[config.mk]
export PLATFORM = sky130hd
export DESIGN_NAME = rtc_intr_core
export DESIGN_NICKNAME = d
export VERILOG_FILES = /design/src/rtl/rtc_core_pkg.sv /design/src/rtl/rtc_calendar.sv /design/src/rtl/rtc_alarm_match.sv /design/src/rtl/rtc_irq_flags.sv /design/src/rtl/rtc_intr_core.sv
export SDC_FILE = /design/constraint.sdc
export NUM_CORES = 1
export LEC_CHECK = 0
export ABC_CLOCK_PERIOD_IN_PS = 5900
export BUFFER_PORTS_ARGS = -buffer_cell sky130_fd_sc_hd__buf_2
export CAP_MARGIN = 20
export CORE_ASPECT_RATIO = 1.25
export CORE_MARGIN = 2
export CORE_UTILIZATION = 55
export DETAILED_ROUTE_END_ITERATION = 10
export GPL_TIMING_DRIVEN = 0
export PLACE_DENSITY = 0.78
export SETUP_SLACK_MARGIN = 0.15
export SLEW_MARGIN = 0
export SYNTH_ARGS = -nofsm -noshare
export SYNTH_HDL_FRONTEND = slang
export SYNTH_SLANG_ARGS = --single-unit
[constraint.sdc]
create_clock -name clk -period 5.9 [get_ports clk]
set_clock_uncertainty 0.05 [all_clocks]
set_input_delay 0.885 -clock clk [delete_from_list [all_inputs] [get_ports clk]]
set_output_delay 0.885 -clock clk [all_outputs]
set_load 0.01 [all_outputs]
[src/rtl/rtc_core_pkg.sv]
`timescale 1ns/1ps
package rtc_core_pkg;
  localparam int DW     = 8;
  localparam int NUM_TF = 7;   // time fields
  localparam int NUM_AL = 3;   // alarm fields
  localparam int NUM_FL = 3;   // flags

  // time field indices
  localparam int F_SEC = 0;
  localparam int F_MIN = 1;
  localparam int F_HR  = 2;
  localparam int F_DOW = 3;
  localparam int F_DOM = 4;
  localparam int F_MON = 5;
  localparam int F_YR  = 6;

  // flag indices, order matches enable bits B[6:4]
  localparam int FL_UF = 0;
  localparam int FL_AF = 1;
  localparam int FL_PF = 2;

  localparam int ADR_CA = 10;
  localparam int ADR_CB = 11;
  localparam int ADR_ST = 12;

  typedef struct packed {
    logic       wrap;
    logic [6:0] val;
  } step_t;

  function automatic int field_addr(int idx);
    case (idx)
      F_SEC:   return 0;
      F_MIN:   return 2;
      F_HR:    return 4;
      F_DOW:   return 6;
      F_DOM:   return 7;
      F_MON:   return 8;
      default: return 9;
    endcase
  endfunction

  function automatic int alarm_addr(int idx);
    return 2 * idx + 1;
  endfunction

  function automatic logic [7:0] field_rst(int idx);
    if (idx == F_DOW || idx == F_DOM || idx == F_MON) return 8'h01;
    return 8'h00;
  endfunction

  function automatic logic [6:0] to_bin(logic [7:0] v, logic bin_mode);
    logic [6:0] t;
    t = 7'(v[7:4]) * 7'd10 + 7'(v[3:0]);
    return bin_mode ? v[6:0] : t;
  endfunction

  function automatic logic [7:0] from_bin(logic [6:0] n, logic bin_mode);
    logic [6:0] q;
    logic [6:0] r;
    q = n / 7'd10;
    r = n % 7'd10;
    return bin_mode ? {1'b0, n} : {q[3:0], r[3:0]};
  endfunction

  function automatic step_t step_fld(logic [6:0] cur, logic [6:0] lo, logic [6:0] hi);
    step_t s;
    s.wrap = (cur >= hi);
    s.val  = s.wrap ? lo : cur + 7'd1;
    return s;
  endfunction

  function automatic logic [6:0] month_len(logic [6:0] mo, logic [6:0] yr);
    case (mo)
      7'd2:                      return (yr[1:0] == 2'b00) ? 7'd29 : 7'd28;
      7'd4, 7'd6, 7'd9, 7'd11:   return 7'd30;
      default:                   return 7'd31;
    endcase
  endfunction
endpackage

[src/rtl/rtc_calendar.sv]
`timescale 1ns/1ps
module rtc_calendar
  import rtc_core_pkg::*;
(
  input  logic                       clk,
  input  logic                       rst_n,
  input  logic                       bin_mode,
  input  logic                       h24,
  input  logic                       upd,
  input  logic [NUM_TF-1:0]          wr_sel,
  input  logic [DW-1:0]              wdata,
  output logic [NUM_TF-1:0][DW-1:0]  tm,
  output logic [NUM_TF-1:0][DW-1:0]  tm_adv
);
  logic [6:0] sb, mb, hb, dwb, dmb, mob, yrb;
  step_t      ss, ms, hs, ds, dms, mos, ys;
  logic [6:0] h12_val;
  logic       h12_pm, h12_day;
  logic [7:0] hr_next;
  logic       c_min, c_hr, c_day, c_mon, c_yr, day_wrap;

  always_comb begin
    sb  = to_bin(tm[F_SEC], bin_mode);
    mb  = to_bin(tm[F_MIN], bin_mode);
    hb  = to_bin(h24 ? tm[F_HR] : {1'b0, tm[F_HR][6:0]}, bin_mode);
    dwb = to_bin(tm[F_DOW], bin_mode);
    dmb = to_bin(tm[F_DOM], bin_mode);
    mob = to_bin(tm[F_MON], bin_mode);
    yrb = to_bin(tm[F_YR],  bin_mode);

    ss  = step_fld(sb, 7'd0, 7'd59);
    ms  = step_fld(mb, 7'd0, 7'd59);
    hs  = step_fld(hb, 7'd0, 7'd23);
    ds  = step_fld(dwb, 7'd1, 7'd7);
    dms = step_fld(dmb, 7'd1, month_len(mob, yrb));
    mos = step_fld(mob, 7'd1, 7'd12);
    ys  = step_fld(yrb, 7'd0, 7'd99);

    // 12-hour sequencing: 11 -> 12 flips PM, 12 -> 1 keeps it
    h12_pm  = tm[F_HR][7];
    h12_day = 1'b0;
    if (hb == 7'd11) begin
      h12_val = 7'd12;
      h12_pm  = ~tm[F_HR][7];
      h12_day = tm[F_HR][7];
    end else if (hb >= 7'd12) begin
      h12_val = 7'd1;
    end else begin
      h12_val = hb + 7'd1;
    end

    if (h24) begin
      hr_next  = from_bin(hs.val, bin_mode);
      day_wrap = hs.wrap;
    end else begin
      hr_next  = {h12_pm, from_bin(h12_val, bin_mode)[6:0]};
      day_wrap = h12_day;
    end

    c_min = ss.wrap;
    c_hr  = c_min & ms.wrap;
    c_day = c_hr & day_wrap;
    c_mon = c_day & dms.wrap;
    c_yr  = c_mon & mos.wrap;

    tm_adv[F_SEC] = from_bin(ss.val, bin_mode);
    tm_adv[F_MIN] = c_min ? from_bin(ms.val, bin_mode)  : tm[F_MIN];
    tm_adv[F_HR]  = c_hr  ? hr_next                      : tm[F_HR];
    tm_adv[F_DOW] = c_day ? from_bin(ds.val, bin_mode)  : tm[F_DOW];
    tm_adv[F_DOM] = c_day ? from_bin(dms.val, bin_mode) : tm[F_DOM];
    tm_adv[F_MON] = c_mon ? from_bin(mos.val, bin_mode) : tm[F_MON];
    tm_adv[F_YR]  = c_yr  ? from_bin(ys.val, bin_mode)  : tm[F_YR];
  end

  for (genvar i = 0; i < NUM_TF; i++) begin : g_field
    always_ff @(posedge clk or negedge rst_n) begin
      if (!rst_n)         tm[i] <= field_rst(i);
      else if (wr_sel[i]) tm[i] <= wdata;
      else if (upd)       tm[i] <= tm_adv[i];
    end
  end

  AST_DOW_IN_RANGE: assert property (@(posedge clk) disable iff (!rst_n)
    (upd && !wr_sel[F_DOW] && tm[F_DOW] >= 8'd1 && tm[F_DOW] <= 8'd7)
      |=> (tm[F_DOW] >= 8'd1 && tm[F_DOW] <= 8'd7));

  AST_WRITE_WINS: assert property (@(posedge clk) disable iff (!rst_n)
    (upd && wr_sel[F_SEC]) |=> (tm[F_SEC] == $past(wdata)));
endmodule

[src/rtl/rtc_alarm_match.sv]
`timescale 1ns/1ps
module rtc_alarm_match
  import rtc_core_pkg::*;
(
  input  logic [NUM_AL-1:0][DW-1:0] cand,
  input  logic [NUM_AL-1:0][DW-1:0] alarm,
  output logic                      hit
);
  logic [NUM_AL-1:0] fld_ok;

  for (genvar i = 0; i < NUM_AL; i++) begin : g_cmp
    assign fld_ok[i] = (alarm[i][7:6] == 2'b11) || (alarm[i] == cand[i]);
  end

  assign hit = &fld_ok;
endmodule

[src/rtl/rtc_irq_flags.sv]
`timescale 1ns/1ps
module rtc_irq_flags
  import rtc_core_pkg::*;
(
  input  logic              clk,
  input  logic              rst_n,
  input  logic [NUM_FL-1:0] set_ev,
  input  logic              clr,
  input  logic [NUM_FL-1:0] enable,
  output logic [NUM_FL-1:0] flags,
  output logic              summary
);
  for (genvar i = 0; i < NUM_FL; i++) begin : g_flag
    always_ff @(posedge clk or negedge rst_n) begin
      if (!rst_n)         flags[i] <= 1'b0;
      else if (set_ev[i]) flags[i] <= 1'b1;
      else if (clr)       flags[i] <= 1'b0;
    end

    AST_FLAG_SETS: assert property (@(posedge clk) disable iff (!rst_n)
      set_ev[i] |=> flags[i]);
  end

  assign summary = |(flags & enable);
endmodule

[src/rtl/rtc_intr_core.sv]
`timescale 1ns/1ps
module rtc_intr_core
  import rtc_core_pkg::*;
#(
  parameter int          AW         = 4,
  parameter logic [7:0]  CTRL_A_RST = 8'h00,
  parameter logic [7:0]  CTRL_B_RST = 8'h02
) (
  input  logic          clk,
  input  logic          rst_n,
  input  logic [AW-1:0] bus_addr,
  input  logic [DW-1:0] bus_wdata,
  input  logic          bus_wr,
  input  logic          bus_rd,
  output logic [DW-1:0] bus_rdata,
  input  logic          upd_stb,
  input  logic          rate_tick,
  output logic          irq_n,
  output logic          sqw_out
);
  logic [NUM_TF-1:0][DW-1:0] tm, tm_adv;
  logic [NUM_AL-1:0][DW-1:0] alarm_q, alarm_cand;
  logic [NUM_TF-1:0]         tm_wr;
  logic [DW-1:0]             ctrl_a, ctrl_b, rd_mux, stat_byte;
  logic [NUM_FL-1:0]         flags, set_ev;
  logic                      summary, alarm_hit, st_read, sqw_q;

  // ---- write decode ----
  for (genvar i = 0; i < NUM_TF; i++) begin : g_twr
    assign tm_wr[i] = bus_wr && (bus_addr == AW'(field_addr(i)));
  end

  for (genvar j = 0; j < NUM_AL; j++) begin : g_alarm
    always_ff @(posedge clk or negedge rst_n) begin
      if (!rst_n) alarm_q[j] <= '0;
      else if (bus_wr && bus_addr == AW'(alarm_addr(j))) alarm_q[j] <= bus_wdata;
    end
  end

  always_ff @(posedge clk or negedge rst_n) begin
    if (!rst_n) begin
      ctrl_a <= CTRL_A_RST;
      ctrl_b <= CTRL_B_RST;
    end else if (bus_wr) begin
      if (bus_addr == AW'(ADR_CA)) ctrl_a <= bus_wdata;
      if (bus_addr == AW'(ADR_CB)) ctrl_b <= bus_wdata;
    end
  end

  // ---- calendar ----
  rtc_calendar i_cal (
    .clk      (clk),
    .rst_n    (rst_n),
    .bin_mode (ctrl_b[2]),
    .h24      (ctrl_b[1]),
    .upd      (upd_stb),
    .wr_sel   (tm_wr),
    .wdata    (bus_wdata),
    .tm       (tm),
    .tm_adv   (tm_adv)
  );

  // ---- alarm compare on the time the strobe produces ----
  assign alarm_cand[0] = tm_adv[F_SEC];
  assign alarm_cand[1] = tm_adv[F_MIN];
  assign alarm_cand[2] = tm_adv[F_HR];

  rtc_alarm_match i_alm (
    .cand  (alarm_cand),
    .alarm (alarm_q),
    .hit   (alarm_hit)
  );

  // ---- flags ----
  assign st_read       = bus_rd && (bus_addr == AW'(ADR_ST));
  assign set_ev[FL_UF] = upd_stb;
  assign set_ev[FL_AF] = upd_stb && alarm_hit;
  assign set_ev[FL_PF] = rate_tick;

  rtc_irq_flags i_flg (
    .clk     (clk),
    .rst_n   (rst_n),
    .set_ev  (set_ev),
    .clr     (st_read),
    .enable  (ctrl_b[6:4]),
    .flags   (flags),
    .summary (summary)
  );

  assign irq_n     = ~summary;
  assign stat_byte = {summary, flags, 4'h0};

  // ---- square wave ----
  always_ff @(posedge clk or negedge rst_n) begin
    if (!rst_n)          sqw_q <= 1'b0;
    else if (!ctrl_b[3]) sqw_q <= 1'b0;
    else if (rate_tick)  sqw_q <= ~sqw_q;
  end
  assign sqw_out = sqw_q;

  // ---- read path ----
  always_comb begin
    rd_mux = '0;
    for (int i = 0; i < NUM_TF; i++)
      if (bus_addr == AW'(field_addr(i))) rd_mux = tm[i];
    for (int j = 0; j < NUM_AL; j++)
      if (bus_addr == AW'(alarm_addr(j))) rd_mux = alarm_q[j];
    if (bus_addr == AW'(ADR_CA)) rd_mux = ctrl_a;
    if (bus_addr == AW'(ADR_CB)) rd_mux = ctrl_b;
    if (bus_addr == AW'(ADR_ST)) rd_mux = stat_byte;
  end

  always_ff @(posedge clk or negedge rst_n) begin
    if (!rst_n)      bus_rdata <= '0;
    else if (bus_rd) bus_rdata <= rd_mux;
  end

  // ---- checks ----
  AST_READ_CLEARS: assert property (@(posedge clk) disable iff (!rst_n)
    (st_read && !upd_stb && !rate_tick) |=> (flags == '0));

  AST_STATUS_LOW_NIBBLE: assert property (@(posedge clk) disable iff (!rst_n)
    st_read |=> (bus_rdata[3:0] == 4'h0));

  AST_QUIET_WHEN_DISABLED: assert property (@(posedge clk) disable iff (!rst_n)
    (ctrl_b[6:4] == 3'b000) |-> irq_n);

  AST_SQW_GATED: assert property (@(posedge clk) disable iff (!rst_n)
    !ctrl_b[3] |=> !sqw_out);

  AST_STATUS_WRITE_IGNORED: assert property (@(posedge clk) disable iff (!rst_n)
    (bus_wr && bus_addr == AW'(ADR_ST) && !bus_rd && !upd_stb && !rate_tick)
      |=> $stable(flags));
endmodule

==> flow_summary.yaml <==
grt:
  grt-ovfl-total: 0
  grt_max_degree: 70
  grt_pass1_vias: 10156
  grt_pass1_wl_um: 53800
  antenna_found_initial: 0
  grtUsageTotal_pct: 32.9
die:
  dieWidth_um: 130
  die_area_sq_um: 21000
  start_util_pct: 56.2
  coreArea_sq_um: 19500
  rows: 57
  fp.dieH_um: 162
  pin_count: 28
drt:
  drcViolationCount: 0
  drt-met1-wl_um: 13800
  routedWlPerCell_um: 20.8
  wl_met2_um: 16500
  vias_per_cell: 6.46
  first_iter_violations: 865
  via_count: 10692
  top_layer: "met4"
  first_pass_iters: 7
  route.met3.wl_um: 2130
  postRouteWirelength_um: 34400
  ant_nets: 0
yosys:
  synth.mux.area_fraction_pct: 8.87
  synth_compound_area_share_pct: 23.8
  seq_area_frac_synth_pct: 24.8
  synthAdderAreaFrac_pct: 9.89
  synth_edf_count: 0
  synth_top_family_by_area: "compound AO/OA/AOI/OAI gates"
  synth.avg_cell_area_sq_um: 8.12
  ys_types: 94
  synth_xor_xnor_area_share_pct: 6.40
  synth-main-ff-cell: "dfrtp_1"
  ys_async_sr_fraction_pct: 100
  syn-cell-area_sq_um: 10900
  yosys_warnings: 0
  syn-num-nets: 1443
  synth-simple-area-share_pct: 21.7
  ys_ff_latch: 108
  synth_cells: 1347
cts:
  htreeDepth: 3
  cts_tree: "done"
  numCtsBuffers: 9
  clockBufferDepth: 2
  root_buffer: "clkbuf_16"
  clkSlewWorstSetupHoldPaths_ns: 0.08
  hold_buffers: 0
  clkLatencyLatePin_ns: 0.37
  cts_sinks: 108
timing:
  slew_headroom_pct: 23.6
  rsz0062_at_grt: "false"
  min_period_over_period_pct: 91.8
  whs_ns: 0.454
  fin_tns_setup_ns: 0
  report.final.setup_viol: 0
  fin_crit_ns: 5.42
  hold_violations: 0
  clock.fmax_mhz: 185
  finalMaxSlewViolations: 0
  worst_pin_slew_ns: 1.14
placement:
  placed_area_sq_um: 11400
  place.port_buffers: 24
  dp_hpwl_um: 26000
  place.gp.congestion: 1.01
final_layout:
  multiInputGateArea_sq_um: 7760
  drive_gt1_share_pct: 12.3
  seqCellArea_sq_um: 2710
  nNetsFinal: 1482
  antennaDiodeCount: 0
  fillerInstances: 1735
  syn2layout_area_growth_pct: 7.61
  final_area_sq_um: 11800
  layout_common_cells: "nand2_1 (151), nor2_1 (136), dfrtp_1 (103), a21oi_1 (101), o21ai_0 (89)"
  layout_commonest_cell: "nand2_1"
worst_setup_path:
  cp-end-kind: "flip-flop"
  cp_max_fo: 10
  cp.required_ns: 6.14
  arrival_ns: 5.66
  startpoint_type: "flip-flop"
  cpPeakStageDelay_ns: 0.64
  cpMostUsedCell: "ha_1"
  path_cells: "ha_1 > ha_1 > inv_1 > fa_1 > nand2b_1 > or4_1 > a31oi_1 > a31o_2 > buf_2 > nor2_1 > a21o_1 > a21oi_1 > ha_1 > nor2_1 > a311oi_1 > xnor2_1 > nand4_1 > o41ai_1 > o311a_1"
  crit_type: "reg2reg"
  cp_slowest_cell: "a311oi_1"
hold_path:
  hp-class: "reg2reg"
outcome:
  run_status: "completed"
run:
  maxCapViolations: 0
-- metrics by stage --
step	util (%)	worst slack, ns	cells
after floorplan	-	1.13	1347
after global placement	58.5	0.418	1636
after global routing	60.4	0.127	1656
after detailed placement	58.6	0.324	1637
final	60.4	0.484	1656
after CTS	60.2	0.271	1653
-- routing by layer --
metal | up-vias | global-route usage [%]
met1 | 5086 | 40.7
met3 | 124 | 4.97
li1 | 5019 | -
met2 | 463 | 54.5
met4 | 0 | 17.9
met5 | - | 0
-- Yosys cell counts (5+ instances only) --
cell | instances | share of area (%)
a31oi_1 | 23 | 1.3
nand3_1 | 50 | 2.3
a221o_1 | 6 | 0.55
nand2_1 | 151 | 5.2
and3_1 | 8 | 0.46
o31ai_1 | 10 | 0.69
nor2_1 | 136 | 4.7
clkbuf_1 | 40 | 1.4
mux2_2 | 52 | 5.4
and4_1 | 5 | 0.40
xor2_1 | 30 | 2.4
nor3_1 | 33 | 1.5
ha_1 | 64 | 7.3
o21ai_1 | 8 | 0.37
nor3b_1 | 7 | 0.48
xnor2_1 | 48 | 3.8
or3_1 | 11 | 0.63
o21a_1 | 8 | 0.55
buf_2 | 17 | 0.78
inv_1 | 41 | 1.4
nor2b_1 | 11 | 0.63
buf_6 | 7 | 0.72
dfrtp_1 | 104 | 24
o2111ai_1 | 6 | 0.48
mux2i_1 | 33 | 3.0
fa_1 | 14 | 2.6
nor4_1 | 13 | 0.74
o21ai_0 | 90 | 4.1
a221oi_1 | 6 | 0.48
nand2b_1 | 25 | 1.4
a211o_1 | 5 | 0.40
a21o_1 | 13 | 0.89
o221ai_1 | 7 | 0.56
a21oi_1 | 101 | 4.6
o211ai_1 | 10 | 0.69
a211oi_1 | 9 | 0.62
o22ai_1 | 7 | 0.40
and2_1 | 13 | 0.74
nand4_1 | 10 | 0.57
a211oi_2 | 5 | 0.57
a22oi_1 | 13 | 0.89
-- registers in the layout, indices dropped and copies added, names as in the netlist --
signal and count:
bus_rdata 8, sqw_out 1, ctrl_b 8, alarm_q 24, i_flg.flags 3, i_cal.tm 56
ctrl_a 8
-- final timing paths --
kind | cells past startpoint | start | to | slack [ns]
hold / removal | 2 | ctrl_b[7]$_DFFE_PN0P_ | ctrl_b[7]$_DFFE_PN0P_ | 0.45
hold reg to reg | 2 | ctrl_b[7]$_DFFE_PN0P_ | ctrl_b[7]$_DFFE_PN0P_ | 0.45
setup / recovery | 19 | i_cal.tm[13]$_DFFE_PN0P_ | i_flg.flags[1]$_DFFE_PN0P_ | 0.48
min in group asynchronous | 1 | rst_n | bus_rdata[7]$_DFFE_PN0P_ | 0.46
setup reg to reg | 19 | i_cal.tm[13]$_DFFE_PN0P_ | i_flg.flags[1]$_DFFE_PN0P_ | 0.48
max in group asynchronous | 2 | rst_n | ctrl_b[1]$_DFFE_PN1P_ | 4.56
-- logic make-up (layout without fill, tap and decap cells) --
kind of cell | Yosys count | in the layout
AOI/OAI and AO/OA | 385 | 385
xor gates and xnor gates | 79 | 79
muxes | 89 | 89
adders and majority gates | 78 | 78
and+or+nand+nor | 498 | 498
DFF | 108 | 108
buffers and inverters | 110 | 154
-- critical path, delay by kind of cell (launching register included) --
kind	cells	cell delay (ns)
compound gates	7	2.06
xor+xnor	1	0.19
fa+ha+maj	4	1.27
buf+inv	2	0.26
flops	1	0.51
simple gates	5	1.00
-- layout make-up --
type | instances | share of cell area (%)
buffer | 68 | 2.86
clock inverter | 7 | 0.649
inverter | 42 | 1.34
multi-input combinational | 1129 | 65.9
clock buffer | 9 | 1.91
timing repair buffer | 28 | 1.47
tap | 265 | 2.82
sequential | 108 | 23.0
-- timing repair --
item / 4_1_cts / 5_1_grt
endpoints found under the hold margin: 0 / 0
setup endpoints to repair: 0 / 8
setup buffers: 0 / 3
gates resized for setup: 0 / 9
Power is not shown: default switching activity piles up to over one toggle a cycle in this logic, so the estimate is an artifact.
